### config.mk
export PLATFORM = sky130hd
export DESIGN_NAME = lim_alert_top
export DESIGN_NICKNAME = d
export VERILOG_FILES = /design/src/rtl/lim_alert_pkg.sv /design/src/rtl/lim_cmp.sv /design/src/rtl/lim_flag_bank.sv /design/src/rtl/lim_pin_drive.sv /design/src/rtl/lim_alert_top.sv
export SDC_FILE = /design/constraint.sdc
export NUM_CORES = 1
export LEC_CHECK = 0
export ABC_CLOCK_PERIOD_IN_PS = 2100
export BUFFER_PORTS_ARGS = -buffer_cell sky130_fd_sc_hd__buf_2
export CORE_ASPECT_RATIO = 1.1
export CORE_MARGIN = 4
export CORE_UTILIZATION = 36
export DETAILED_ROUTE_END_ITERATION = 10
export HOLD_SLACK_MARGIN = 0.12
export PLACE_DENSITY = 0.68
export SKIP_LAST_GASP = 1
export SLEW_MARGIN = 25
export SYNTH_ARGS = -nofsm -noshare
export SYNTH_HDL_FRONTEND = slang
export SYNTH_SLANG_ARGS = --single-unit
### constraint.sdc
create_clock -name clk -period 2.1 [get_ports clk]
set_input_delay 0.315 -clock clk [delete_from_list [all_inputs] [get_ports clk]]
set_output_delay 0.315 -clock clk [all_outputs]
set_load 0.005 [all_outputs]
### src/rtl/lim_alert_pkg.sv
// Shared constants for the limit alert unit: channel tags, control-word
// bit positions and flag indices. Assumes a 16-bit control word.
package lim_alert_pkg;
    localparam int TAG_W       = 3;
    localparam logic [TAG_W-1:0] TAG_TEMP = 3'd5;
    localparam logic [TAG_W-1:0] TAG_AUX  = 3'd6;
    localparam int NSRC        = 2;            // monitored sources
    localparam int NFLAG       = 2 * NSRC;     // low+high per source
    localparam int CB_MASK_T   = 15;
    localparam int CB_MASK_A   = 14;
    localparam int CB_MODE     = 13;
    localparam int CB_GPIO     = 12;
    localparam int CB_SEQ_T    = 2;
    localparam int CB_SEQ_A    = 3;
endpackage

### src/rtl/lim_cmp.sv
// Window comparator for one source. Flags a strict under- or over-range
// value while chk_en is high. Assumes unsigned values; equal means in range.
module lim_cmp #(
    parameter int DATA_W = 12
) (
    input  logic              chk_en,
    input  logic [DATA_W-1:0] value,
    input  logic [DATA_W-1:0] lo,
    input  logic [DATA_W-1:0] hi,
    output logic              below,
    output logic              above
);
    // strict comparisons, qualified by enable
    always_comb begin
        below = chk_en && (value < lo);
        above = chk_en && (value > hi);
    end
endmodule

### src/rtl/lim_flag_bank.sv
// Sticky flag register bank with write-one-to-clear. A set in the same
// cycle as a clear wins. Assumes set/clr are single-cycle requests.
module lim_flag_bank #(
    parameter int N = 4
) (
    input  logic         clk,
    input  logic         rst_n,
    input  logic [N-1:0] set,
    input  logic [N-1:0] clr,
    output logic [N-1:0] flags
);
    // hold, clear on request, set with priority
    always_ff @(posedge clk) begin
        if (!rst_n) flags <= '0;
        else        flags <= (flags & ~clr) | set;
    end


    set_capt_chk: assert property (@(posedge clk) disable iff (!rst_n)
        (set != '0) |=> ((flags & $past(set)) == $past(set)));

    sticky_chk: assert property (@(posedge clk) disable iff (!rst_n)
        (clr == '0) |=> ((flags & $past(flags)) == $past(flags)));

    set_wins_chk: assert property (@(posedge clk) disable iff (!rst_n)
        ((set & clr) != '0) |=> ((flags & $past(set & clr)) != '0));
endmodule

### src/rtl/lim_pin_drive.sv
// Drives the shared pin: an active-low OR of the unmasked flags, or the
// general-purpose data bit when the mode bit selects it.
module lim_pin_drive #(
    parameter int NSRC = 2
) (
    input  logic [2*NSRC-1:0] flags,
    input  logic [NSRC-1:0]   src_mask,
    input  logic              gp_mode,
    input  logic              gp_data,
    output logic              alert_n
);
    logic [NSRC-1:0] src_hit;

    // one hit per source: either of its flags, unless masked
    for (genvar s = 0; s < NSRC; s++) begin : g_src
        assign src_hit[s] = (flags[2*s] | flags[2*s+1]) & ~src_mask[s];
    end

    // pin select
    always_comb begin
        alert_n = gp_mode ? gp_data : ~(|src_hit);
    end
endmodule

### src/rtl/lim_alert_top.sv
// Limit alert unit top. Routes results to per-source comparators, keeps
// sticky flags and drives the alert/general-purpose pin. Assumes the limits
// and control word are static around a result strobe.
module lim_alert_top
    import lim_alert_pkg::*;
#(
    parameter int DATA_W = 12
) (
    input  logic              clk,
    input  logic              rst_n,
    input  logic              res_valid,
    input  logic [2:0]        res_tag,
    input  logic [DATA_W-1:0] res_data,
    input  logic [DATA_W-1:0] temp_lo,
    input  logic [DATA_W-1:0] temp_hi,
    input  logic [DATA_W-1:0] aux_lo,
    input  logic [DATA_W-1:0] aux_hi,
    input  logic [15:0]       ctrl_word,
    input  logic              clr_we,
    input  logic [3:0]        clr_mask,
    output logic [3:0]        flags,
    output logic              alert_n
);
    logic [DATA_W-1:0] lo_arr [NSRC];
    logic [DATA_W-1:0] hi_arr [NSRC];
    logic [NSRC-1:0]   chk_en;
    logic [NSRC-1:0]   src_mask;
    logic [NFLAG-1:0]  set_req;
    logic [NFLAG-1:0]  clr_req;

    // per-source bounds, enables and masks
    always_comb begin
        lo_arr[0]   = temp_lo;
        hi_arr[0]   = temp_hi;
        lo_arr[1]   = aux_lo;
        hi_arr[1]   = aux_hi;
        chk_en[0]   = res_valid && (res_tag == TAG_TEMP) && ctrl_word[CB_SEQ_T];
        chk_en[1]   = res_valid && (res_tag == TAG_AUX)  && ctrl_word[CB_SEQ_A];
        src_mask[0] = ctrl_word[CB_MASK_T];
        src_mask[1] = ctrl_word[CB_MASK_A];
    end

    // clear request only when the write strobe is present
    always_comb clr_req = clr_we ? clr_mask : '0;

    for (genvar s = 0; s < NSRC; s++) begin : g_cmp
        lim_cmp #(.DATA_W(DATA_W)) u_cmp (
            .chk_en (chk_en[s]),
            .value  (res_data),
            .lo     (lo_arr[s]),
            .hi     (hi_arr[s]),
            .below  (set_req[2*s]),
            .above  (set_req[2*s+1])
        );
    end

    lim_flag_bank #(.N(NFLAG)) u_flags (
        .clk   (clk),
        .rst_n (rst_n),
        .set   (set_req),
        .clr   (clr_req),
        .flags (flags)
    );

    lim_pin_drive #(.NSRC(NSRC)) u_pin (
        .flags    (flags),
        .src_mask (src_mask),
        .gp_mode  (ctrl_word[CB_MODE]),
        .gp_data  (ctrl_word[CB_GPIO]),
        .alert_n  (alert_n)
    );


    no_strobe_chk: assert property (@(posedge clk) disable iff (!rst_n)
        (!res_valid && !clr_we) |=> $stable(flags));

    seq_off_chk: assert property (@(posedge clk) disable iff (!rst_n)
        (!ctrl_word[CB_SEQ_T] && !ctrl_word[CB_SEQ_A] && !clr_we) |=> $stable(flags));

    alert_idle_chk: assert property (@(posedge clk) disable iff (!rst_n)
        (!ctrl_word[CB_MODE] && flags == '0) |-> alert_n);

    all_masked_chk: assert property (@(posedge clk) disable iff (!rst_n)
        (!ctrl_word[CB_MODE] && ctrl_word[CB_MASK_T] && ctrl_word[CB_MASK_A]) |-> alert_n);
endmodule

==> summary.txt, run 1 <==
Run status
  • Status: finished clean

Timing
  • Slew @ Worst Pin: 0.3804 ns
  • Setup TNS: 0 ns
  • Rel. slew slack: 73.98%
  • Max-slew violation count: 0
  • Final WS setup: 0.6126 ns
  • Min Tclk post-route: 1.487 ns
  • Final setup fails: 0
  • RSZ-0062 raised after global routing: false
  • Final-report hold violation count: 0
  • Highest clock rate: 672.3 MHz
  • Final period utilization: 70.83%
  • Hold slack: 0.3690 ns
  • Clk_skew: 0 ns

Critical path
  • Data required time of the worst path: 2.23 ns
  • CP Launch Type: input pin
  • Crit-path cells: buf_2, ha_1, a21oi_1, nand2_1, a221o_1, o311a_1
  • Crit path arrival time: 1.62 ns
  • Crit-path max FO: 4
  • Top delay family on crit path: compound AO/OA/AOI/OAI gates
  • Critical-path top delay cell: a221o_1
  • Critical path class: input pin to flip-flop
  • Slowest stage delay, CP: 0.35 ns
  • Crit end category: flip-flop
  • Critical path buffer and inverter count: 1

Clock tree
  • Clock transition at path regs: 0.04 ns
  • H-tree depth: 1
  • CTS Hold Buffers Added: 0
  • TritonCTS buffer count: 3
  • Clk sink count: 4
  • CTS resizes: 0
  • Root buffer cell: clkbuf_4
  • Clock Path Buffers: 2
  • Postcts setup bufs: 0
  • Clock Latency Late Sink: 0.24 ns
  • CTS tree: yes

Synth
  • Seq/Total Area, Yosys: 5.987%
  • Async SR Flop Fraction: 0%
  • Post-synthesis net count: 311
  • Synth Instances: 178
  • #FFs+latches synth: 4
  • Top FF cell, synth: dfxtp_1
  • YS warnings: 0
  • Yosys cell types: 26
  • Number of synthesized flops with an enable pin: 0
  • Syn Area/Cell: 7.514 µm²
  • Post-synthesis instance area: 1338 µm²

Floorplanning
  • Core area: 3468 µm²
  • Die H: 71.93 µm
  • Number of cell rows: 22
  • Die width: 66.12 µm
  • Die ar.: 4756 µm²
  • IO Pins: 92
  • Initial Utilization: 38.56%

Global routing
  • Initial antenna violation count: 0
  • Vias in the first global route: 1469
  • Largest net degree at the start of global routing: 9
  • GRT Overall Usage: 15.41%
  • First-pass GRT wire length: 5885 µm
  • Global route overflow: 0

Drt
  • Via count of the routed design: 1508
  • DR vias/cell: 4.865
  • First-pass DRT Iterations: 4
  • Routed wire length: 3624 µm
  • Post-DRT Antenna Nets: 0
  • Post-route DRC: 0
  • Per-cell routed wire length: 11.69 µm
  • DR iter-0 viols: 45

Layout
  • Max reg flops: 4
  • Nets@finish: 397
  • Largest regs: u_flags.flags: 4 flops
  • Finished Layout Cells: 310
  • Largest Register: u_flags.flags
  • Area Growth Syn to Fin: 36.48%
  • Share of layout cells above drive strength 1: 32.06%
  • Diode count: 0

Min path
  • Worst hold-check path type: input pin to flip-flop

Run
  • Number of max-cap violations: 0

Power and ir drop
  • Leak Pwr: 1.150 nW
  • Pwr dens: 248.1 nW/µm²
  • Max VDD drop: 0.09135 mV

Placed design
  • Port buffer count: 81
  • Placed insts: 307
  • Pre-CTS WS: 0.3647 ns
  • Post-DP HPWL: 3334 µm
  • Final Wtd Congestion: 0.7684
==> metal layers <==
layer / track usage (%) / share of wire [%] / up-vias / wire (µm)
met5: 0 / 0 / - / 0
li1: - / - / 816 / -
met4: 5.418 / 1.4 / 0 / 51
met2: 25.25 / 43 / 72 / 1553
met3: 2.632 / 11 / 5 / 400
met1: 20.15 / 45 / 615 / 1617
==> where the power goes <==
part	total, mW	internal (mW)	switching, mW
registers	0.0780	0.0772	0.000762
clock network	0.100	0.0642	0.0358
logic	0.275	0.140	0.135
==> through the flow <==
step           util [%]  cell area [µm²]  power (mW)
2_1_floorplan         -             1338      0.2302
3_3_place_gp      51.98             1803      0.3520
3_5_place_dp      51.98             1803      0.3543
4_1_cts           52.63             1826      0.4567
5_1_grt           52.63             1826      0.5058
6_report          52.63             1826      0.4530
==> final timing paths <==
kind | cells after the start | endpoint | slack (ns) | from
worst min-delay path | 2 | u_flags.flags[3] | 0.37 | rst_n
worst min register to register | 2 | u_flags.flags[0] | 0.51 | u_flags.flags[0]
worst max register to register | 2 | u_flags.flags[1] | 1.05 | u_flags.flags[1]
worst max-delay path | 6 | u_flags.flags[3] | 0.61 | res_data[10]
==> cell type report <==
class	count	area [µm²]
well taps	48	60.06
fillers	386	1643
repair buffers	81	405.4
clock buffers	3	22.52
flip-flops and latches	4	80.08
inverters	47	176.4
multi-input cells	127	1081
==> cell families after synthesis <==
group | count (synthesis) | share of synthesized area [%]
AND/OR/NAND/NOR | 39 | 15.62
adder cells (fa/ha/maj) | 46 | 43.03
flip-flops | 4 | 5.987
AO/OA/AOI/OAI | 42 | 22.17
buffers and inverters | 47 | 13.19
==> synth_stat cells (all sizes together) (3+ instances only) <==
cell type / instances / area (µm²)
o31ai: 4 / 30.03
a21oi: 10 / 50.05
nand2: 9 / 33.78
nand3: 6 / 30.03
ha: 46 / 575.6
inv: 47 / 176.4
dfxtp: 4 / 80.08
nand4: 10 / 62.56
o21ai: 3 / 15.01
a21o: 6 / 45.04
nor3: 4 / 20.02
==> cell usage in the layout, fill, tap and decap left out <==
cell        n
buf_2      81
inv_1      47
ha_1       46
a21oi_1    10
nand4_1    10
nand2_1     9
nand3_1     6
a21o_1      6
nor3_1      4
o31ai_1     4
dfxtp_1     4
o21ai_0     3
clkbuf_4    3
nor2_1      2
nor4b_1     2
and2_1      2
o2111ai_1   2
nand2b_1    2
a2111oi_0   2
a221oi_1    2
a31oi_1     2
a22oi_1     2
nor2b_1     2
o211ai_1    2
a211oi_1    2
a221o_1     2
o311a_1     2
o22ai_1     1
Power figures use the tool's default switching activity.
==> run 2, diff against run 1 <==
--- a/config.mk
+++ b/config.mk
@@ -5,7 +5,8 @@
 export SDC_FILE = /design/constraint.sdc
 export NUM_CORES = 1
 export LEC_CHECK = 0
-export ABC_CLOCK_PERIOD_IN_PS = 2100
+export ABC_AREA = 1
+export ABC_CLOCK_PERIOD_IN_PS = 1300
 export BUFFER_PORTS_ARGS = -buffer_cell sky130_fd_sc_hd__buf_2
 export CORE_ASPECT_RATIO = 1.1
 export CORE_MARGIN = 4
==> constraint.sdc (replaced) <==
create_clock -name clk -period 1.3 [get_ports clk]
set_input_delay 0.195 -clock clk [delete_from_list [all_inputs] [get_ports clk]]
set_output_delay 0.195 -clock clk [all_outputs]
set_load 0.005 [all_outputs]
==> run 2 against run 1 <==
Synthesized cell count grew 45%; largest power group unchanged; clock power grew to 2.6 times the previous value; die area grew 14%; power grew 98%; synthesized area grew 16%; via count grew 11%; count of clock-buffer cells in the layout is the same; largest cell class unchanged; cell area grew 14%; first-iteration DRC count shrank 38%.
==> summary.txt, run 2 <==
Power and ir drop
  • Switching fraction of total power: 36.82% (-1.1 points)
  • Int Power: 0.5679 mW (+100%)
  • Leak Pwr: 1.412 nW (+23%)
  • Combinational share of power: 57.3% (-3.4 points)
  • Pwr dens: 432.8 nW/µm² (+74%)
  • Part of the power in registers: 14.1% (-3.1 points)
  • Max VDD drop: 0.1827 mV (+100%)
  • Power after layout: 0.8988 mW (+98%)
  • Net Switching: 0.3309 mW (+93%)
  • Clock power share: 28.6% (+6.5 points)

Clock tree
  • Root buffer cell: clkbuf_8
  • Clock Latency Late Sink: 0.22 ns (-0.02 ns)
  • CTS resizes: 0 (unchanged)
  • H-tree depth: 1 (unchanged)
  • Clock Path Buffers: 2 (unchanged)
  • CTS tree: yes
  • TritonCTS buffer count: 3 (unchanged)
  • Clock transition at path regs: 0.03 ns (about the same)
  • Postcts setup bufs: 0 (unchanged)
  • Clk sink count: 4 (unchanged)
  • CTS Hold Buffers Added: 0 (unchanged)

Min path
  • Worst hold-check path type: input pin to flip-flop

Floorplanning
  • Initial Utilization: 38.14% (-0.42 points)
  • Number of cell rows: 24 (+9.1%)
  • Die width: 70.72 µm (+7.0%)
  • Die ar.: 5445 µm² (+14%)
  • Core area: 4084 µm² (+18%)
  • IO Pins: 92 (unchanged)
  • Die H: 76.99 µm (+7.0%)

Synth
  • Synth Instances: 258 (+45%)
  • Post-synthesis net count: 391 (+26%)
  • Ranking of synthesized cells by area: ha_1 37%, nand2_1 18%, inv_1 17%
  • Most common cell in the netlist: nand2_1
  • Most frequent cells after synthesis: 75 x nand2_1, 69 x inv_1, 46 x ha_1, 16 x a21oi_1, 12 x nor2_1
  • Mux cell area share after synthesis: 0% (unchanged)
  • Post-synthesis instance area: 1558 µm² (+16%)
  • Cell taking the most area after synthesis: ha_1
  • Async SR Flop Fraction: 0% (unchanged)
  • Yosys cell types: 21 (-19%)
  • Post-Synth XOR/XNOR Area: 0% (unchanged)
  • Number of synthesized flops with an enable pin: 0 (unchanged)
  • Compound-gate portion of the synthesized area: 8.353% (-14 points)
  • Top FF cell, synth: dfxtp_1
  • Simple-gate share of the synthesized area: 31.49% (+16 points)
  • #FFs+latches synth: 4 (unchanged)
  • Syn Area/Cell: 6.038 µm² (-20%)
  • Largest family of logic cells by synthesized area: adder cells
  • YS warnings: 0 (unchanged)
  • Adder-Cell Fraction of Synth Area: 36.95% (-6.1 points)
  • Yosys top cell area share: 36.95% (-6.1 points)
  • Seq/Total Area, Yosys: 5.141% (-0.85 points)

Layout
  • Nets@finish: 478 (+20%)
  • Area Growth Syn to Fin: 33.33%
  • Largest Register: u_flags.flags
  • Max reg flops: 4 (unchanged)
  • Post-layout util: 50.86% (-1.8 points)
  • Fill count: 455 (+18%)
  • Diode count: 0 (unchanged)
  • Share of layout cells above drive strength 1: 32.07% (about the same)
  • Largest regs: u_flags.flags: 4 flops
  • Fin area: 2077 µm² (+14%)
  • Most frequent cells in the layout: 81 x buf_2, 75 x nand2_1, 69 x inv_1
  • Most common cell after layout, fill and taps aside: buf_2
  • Finished Layout Cells: 395 (+27%)

Timing
  • Max-slew violation count: 0 (unchanged)
  • Final setup fails: 0 (unchanged)
  • RSZ-0062 raised after global routing: false
  • Final-report hold violation count: 0 (unchanged)
  • Slew @ Worst Pin: 0.2026 ns (-0.1778 ns)
  • Clk_skew: 0 ns (unchanged)
  • Rel. slew slack: 86.42% (+12 points)
  • Final period utilization: 89.83%
  • Min Tclk post-route: 1.168 ns
  • Highest clock rate: 856.3 MHz
  • Final WS setup: 0.1322 ns (-0.4804 ns)

Critical path
  • Critical path class: flip-flop to output port
  • Slowest stage delay, CP: 0.31 ns (-0.04 ns)
  • Data required time of the worst path: 1.11 ns (-1.12 ns)
  • Crit end category: output port
  • Critical-path top delay cell: dfxtp_1
  • Crit-path cells: nor2_1, o22ai_1, o21ai_0, buf_2
  • FF-to-FF Start: u_flags.flags[0]
  • Worst Setup EP: alert_n
  • CP Launch Type: flip-flop
  • Reg2reg end: u_flags.flags[0]
  • Crit-path max FO: 3 (-1)
  • Crit path arrival time: 0.97 ns (-0.65 ns)
  • Top delay family on crit path: flip-flops
  • FF-to-FF setup slack: 0.70 ns (-0.35 ns)
  • Critical Path Stages: 4 (-2)
  • Start point of the critical path: u_flags.flags[1]
  • Worst-case reg-to-reg path depth: 2 (unchanged)
  • Critical path buffer and inverter count: 1 (unchanged)

Drt
  • Via count of the routed design: 1667 (+11%)
  • DR iter-0 viols: 28 (-38%)
  • DR vias/cell: 4.220 (-13%)
  • Post-route DRC: 0 (unchanged)
  • First-pass DRT Iterations: 4 (unchanged)
  • Post-DRT Antenna Nets: 0 (unchanged)
  • Routed wire length: 3598 µm (-0.72%)
  • Per-cell routed wire length: 9.109 µm (-22%)

Run
  • Number of max-cap violations: 0 (unchanged)

Placed design
  • Pre-CTS WS: -0.07748 ns (-0.4422 ns)
  • Post-DP HPWL: 3350 µm (+0.48%)
  • Final Wtd Congestion: 0.7431 (-3.3%)
  • Placed insts: 392 (+28%)
  • Port buffer count: 81 (unchanged)
  • Post-placement cell area: 2036 µm² (+13%)

Global routing
  • Vias in the first global route: 1601 (+9.0%)
  • First-pass GRT wire length: 6154 µm (+4.6%)
  • GRT Overall Usage: 13.27% (-2.1 points)
  • Global route overflow: 0 (unchanged)
  • Initial antenna violation count: 0 (unchanged)
  • Largest net degree at the start of global routing: 5 (-4)

Run status
  • Status: finished clean
-- run 2: cell count changes after synthesis, moves of 5 or more --
cell | previous run | this run
inv_1 | 47 | 69
nand2_1 | 9 | 75
nand4_1 | 10 | 0
a21o_1 | 6 | 1
a21oi_1 | 10 | 16
nor2_1 | 2 | 12
nand2_2 | 0 | 7
inv_2 | 0 | 6
-- run 2: worst min path at each step --
stage | from | endpoint | cells after the start
2_1_floorplan | clr_we | u_flags.flags[0] | 3
3_3_place_gp | clr_mask[0] | u_flags.flags[0] | 4
3_5_place_dp | clr_mask[0] | u_flags.flags[0] | 4
4_1_cts | clr_mask[0] | u_flags.flags[0] | 4
5_1_grt | clr_mask[2] | u_flags.flags[2] | 4
6_report | clr_mask[0] | u_flags.flags[0] | 4
-- run 2: per-layer routing --
metal	vias to the layer above	GRT usage, %	routed length (µm)
li1	950	-	-
met1	668	15.86	1554
met2	45	24.58	1769
met3	4	1.176	231
met4	0	3.947	42
met5	-	0	0
-- run 2: worst register-to-register path, stage by stage (launching register included) --
cell,delay [ns]
dfxtp_1,0.34
nand2_1,0.06
a21oi_1,0.14
-- run 2: area by class of cell --
type	instances	area, µm²	share of cell area (%)
Multi-Input combinational cell	179	1196	57.59
Timing Repair Buffer	82	412.9	19.88
Tap cell	52	65.06	3.133
Sequential cell	4	80.08	3.855
Inverter	75	281.5	13.55
Clock buffer	3	41.29	1.988
-- run 2: power by group through the flow --
stage | Sequential (mW) | Clock, mW | Combinational [mW]
2_1_floorplan | 0.128 | 0 | 0.320
3_3_place_gp | 0.128 | 0 | 0.511
3_5_place_dp | 0.128 | 0 | 0.524
4_1_cts | 0.126 | 0.259 | 0.526
5_1_grt | 0.126 | 0.272 | 0.614
6_report | 0.126 | 0.257 | 0.515
-- run 2: cells by family (layout without fill, tap and decap cells) --
family                     count (synthesis)  after routing
buffers and inverters                     75            160
AOI/OAI and AO/OA                         23             23
and+or+nand+nor                          110            110
DFF                                        4              4
adders and majority gates                 46             46
-- run 2: per-stage QoR --
stage	TNS (ns)	hold slack [ns]
6_report	0	0.2546
3_3_place_gp	-0.09534	0.4697
5_1_grt	0	0.2709
2_1_floorplan	0	0.3724
3_5_place_dp	-0.1467	0.4823
4_1_cts	0	0.2598
==> run 3, diff against run 2 <==
--- a/config.mk
+++ b/config.mk
@@ -7,13 +7,13 @@
 export LEC_CHECK = 0
 export ABC_AREA = 1
 export ABC_CLOCK_PERIOD_IN_PS = 1300
-export BUFFER_PORTS_ARGS = -buffer_cell sky130_fd_sc_hd__buf_2
 export CORE_ASPECT_RATIO = 1.1
 export CORE_MARGIN = 4
 export CORE_UTILIZATION = 36
 export DETAILED_ROUTE_END_ITERATION = 10
+export DONT_BUFFER_PORTS = 1
 export HOLD_SLACK_MARGIN = 0.12
-export PLACE_DENSITY = 0.68
+export PLACE_DENSITY = 0.49
 export SKIP_LAST_GASP = 1
 export SLEW_MARGIN = 25
 export SYNTH_ARGS = -nofsm -noshare
==> run 3 against run 2 <==
Core utilization shrank 10 points; clock power decreased by 2%; die area stayed put; global-route usage down 1.5 points; largest cell class unchanged; hold slack got worse by 0.087 ns; maximum frequency grew 5.3%.
==> summary.txt, run 3 (synthesis results as in run 2) <==
Run status
  • Status: finished clean

Timing
  • Final WS setup: 0.1905 ns (+0.05837 ns)
  • Min Tclk post-route: 1.109 ns (-0.05837 ns)
  • Rel. slew slack: 85.55% (-0.87 points)
  • Setup TNS: 0 ns (unchanged)
  • Final period utilization: 85.34% (-4.5 points)
  • Slew @ Worst Pin: 0.2145 ns (+0.01188 ns)
  • RSZ-0062 raised after global routing: false
  • Highest clock rate: 901.3 MHz (+5.3%)
  • Final-report hold violation count: 0 (unchanged)
  • Final setup fails: 0 (unchanged)
  • Hold slack: 0.1676 ns (-0.08700 ns)
  • Max-slew violation count: 0 (unchanged)
  • Clk_skew: 0 ns (unchanged)

Layout
  • Largest regs: u_flags.flags: 4 flops
  • Share of layout cells above drive strength 1: 10.73% (-21 points)
  • Finished Layout Cells: 313 (-21%)
  • Largest Register: u_flags.flags
  • Max reg flops: 4 (unchanged)
  • Post-layout util: 40.75% (-10 points)
  • Most common cell after layout, fill and taps aside: nand2_1
  • Area Growth Syn to Fin: 6.828%
  • Nets@finish: 396 (-17%)
  • Fill count: 475 (+4.4%)
  • Most frequent cells in the layout: 75 x nand2_1, 69 x inv_1, 46 x ha_1
  • Diode count: 0 (unchanged)

Critical path
  • Crit end category: output port
  • Crit-path max FO: 3 (unchanged)
  • Worst-case reg-to-reg path depth: 2 (unchanged)
  • FF-to-FF setup slack: 0.67 ns (-0.03 ns)
  • Critical path class: flip-flop to output port
  • Reg2reg end: u_flags.flags[3]
  • FF-to-FF Start: u_flags.flags[3]
  • Data required time of the worst path: 1.11 ns (about the same)
  • Crit path arrival time: 0.91 ns (-0.06 ns)
  • CP Launch Type: flip-flop

Power and ir drop
  • Pwr dens: 457.7 nW/µm² (+5.8%)
  • Leak Pwr: 1.083 nW (-23%)
  • Max VDD drop: 0.1829 mV (about the same)

Drt
  • Per-cell routed wire length: 10.50 µm (+15%)
  • Post-DRT Antenna Nets: 0 (unchanged)
  • Post-route DRC: 0 (unchanged)
  • First-pass DRT Iterations: 4 (unchanged)
  • DR vias/cell: 4.358 (+3.3%)
  • Via count of the routed design: 1364 (-18%)
  • DR iter-0 viols: 15 (-46%)
  • Routed wire length: 3288 µm (-8.6%)

Clock tree
  • Root buffer cell: clkbuf_8
  • CTS Hold Buffers Added: 0 (unchanged)
  • CTS tree: yes
  • Clock Path Buffers: 2 (unchanged)
  • Clk sink count: 4 (unchanged)
  • Postcts setup bufs: 0 (unchanged)
  • H-tree depth: 1 (unchanged)
  • TritonCTS buffer count: 3 (unchanged)
  • CTS resizes: 0 (unchanged)
  • Clock transition at path regs: 0.03 ns (about the same)
  • Clock Latency Late Sink: 0.21 ns (about the same)

Placed design
  • Pre-CTS WS: 0.04028 ns (+0.1178 ns)
  • Placed insts: 310 (-21%)
  • Port buffer count: 0 (-100%)
  • Post-DP HPWL: 3172 µm (-5.3%)
  • Final Wtd Congestion: 0.7124 (-4.1%)

Min path
  • Worst hold-check path type: input pin to flip-flop
  • Hold_sp: clr_we
  • Hold EP: u_flags.flags[2]
  • Min-Delay Path Depth: 3 (-1)

Global routing
  • First-pass GRT wire length: 5313 µm (-14%)
  • Initial antenna violation count: 0 (unchanged)
  • Largest net degree at the start of global routing: 5 (unchanged)
  • Vias in the first global route: 1251 (-22%)
  • GRT Overall Usage: 11.79% (-1.5 points)
  • Global route overflow: 0 (unchanged)

Floorplanning
  • Number of cell rows: 24 (unchanged)
  • Die H: 76.99 µm (unchanged)
  • Die ar.: 5445 µm² (unchanged)
  • Die width: 70.72 µm (unchanged)
  • Core area: 4084 µm² (unchanged)
  • IO Pins: 92 (unchanged)
  • Initial Utilization: 38.14% (unchanged)

Run
  • Number of max-cap violations: 0 (unchanged)
run 3: cell count changes in the layout (fill, tap and decap cells not counted), sizes merged:
cell / before / now
buf: 82 / 0
run 3: power by group:
group          switching (mW)  internal (mW)
Combinational           0.217          0.165
Clock                  0.0563          0.197
Sequential            0.00142          0.125
run 3: worst max-delay path by stage:
stage	from	to	depth (start not counted)
after CTS	u_flags.flags[3]	alert_n	3
after detailed placement	temp_lo[11]	u_flags.flags[0]	9
final	u_flags.flags[3]	alert_n	3
after global placement	temp_hi[11]	u_flags.flags[1]	10
after floorplan	temp_hi[11]	u_flags.flags[1]	10
after global routing	u_flags.flags[3]	alert_n	3
run 3: through the flow:
stage,instance area (µm²),total power [mW]
global placement,1623,0.5147
CTS,1664,0.7797
detailed placement,1623,0.5197
floorplan,1558,0.4481
finish,1664,0.7616
global route,1664,0.8696
run 3: worst max-delay path, cell delays in order (launching register included):
cell and delay, ns:
dfxtp_1 0.32, nor2_1 0.11, o22ai_1 0.06, o21ai_0 0.20
run 3: cell type report:
type	instances	area, µm²	share of cell area (%)
multi-input cells	179	1196	71.88
well taps	52	65.06	3.910
clock buffers	3	41.29	2.481
inverters	75	281.5	16.92
flip-flops and latches	4	80.08	4.812
run 3: per-layer routing:
metal / vias to the layer above / wire length, µm / part of all wire, % / global-route usage (%)
li1: 788 / - / - / -
met1: 528 / 1547 / 47 / 16.30
met3: 0 / 223 / 6.8 / 2.222
met4: 0 / 0 / 0 / 2.256
met5: - / 0 / 0 / 0
met2: 48 / 1518 / 46 / 19.02
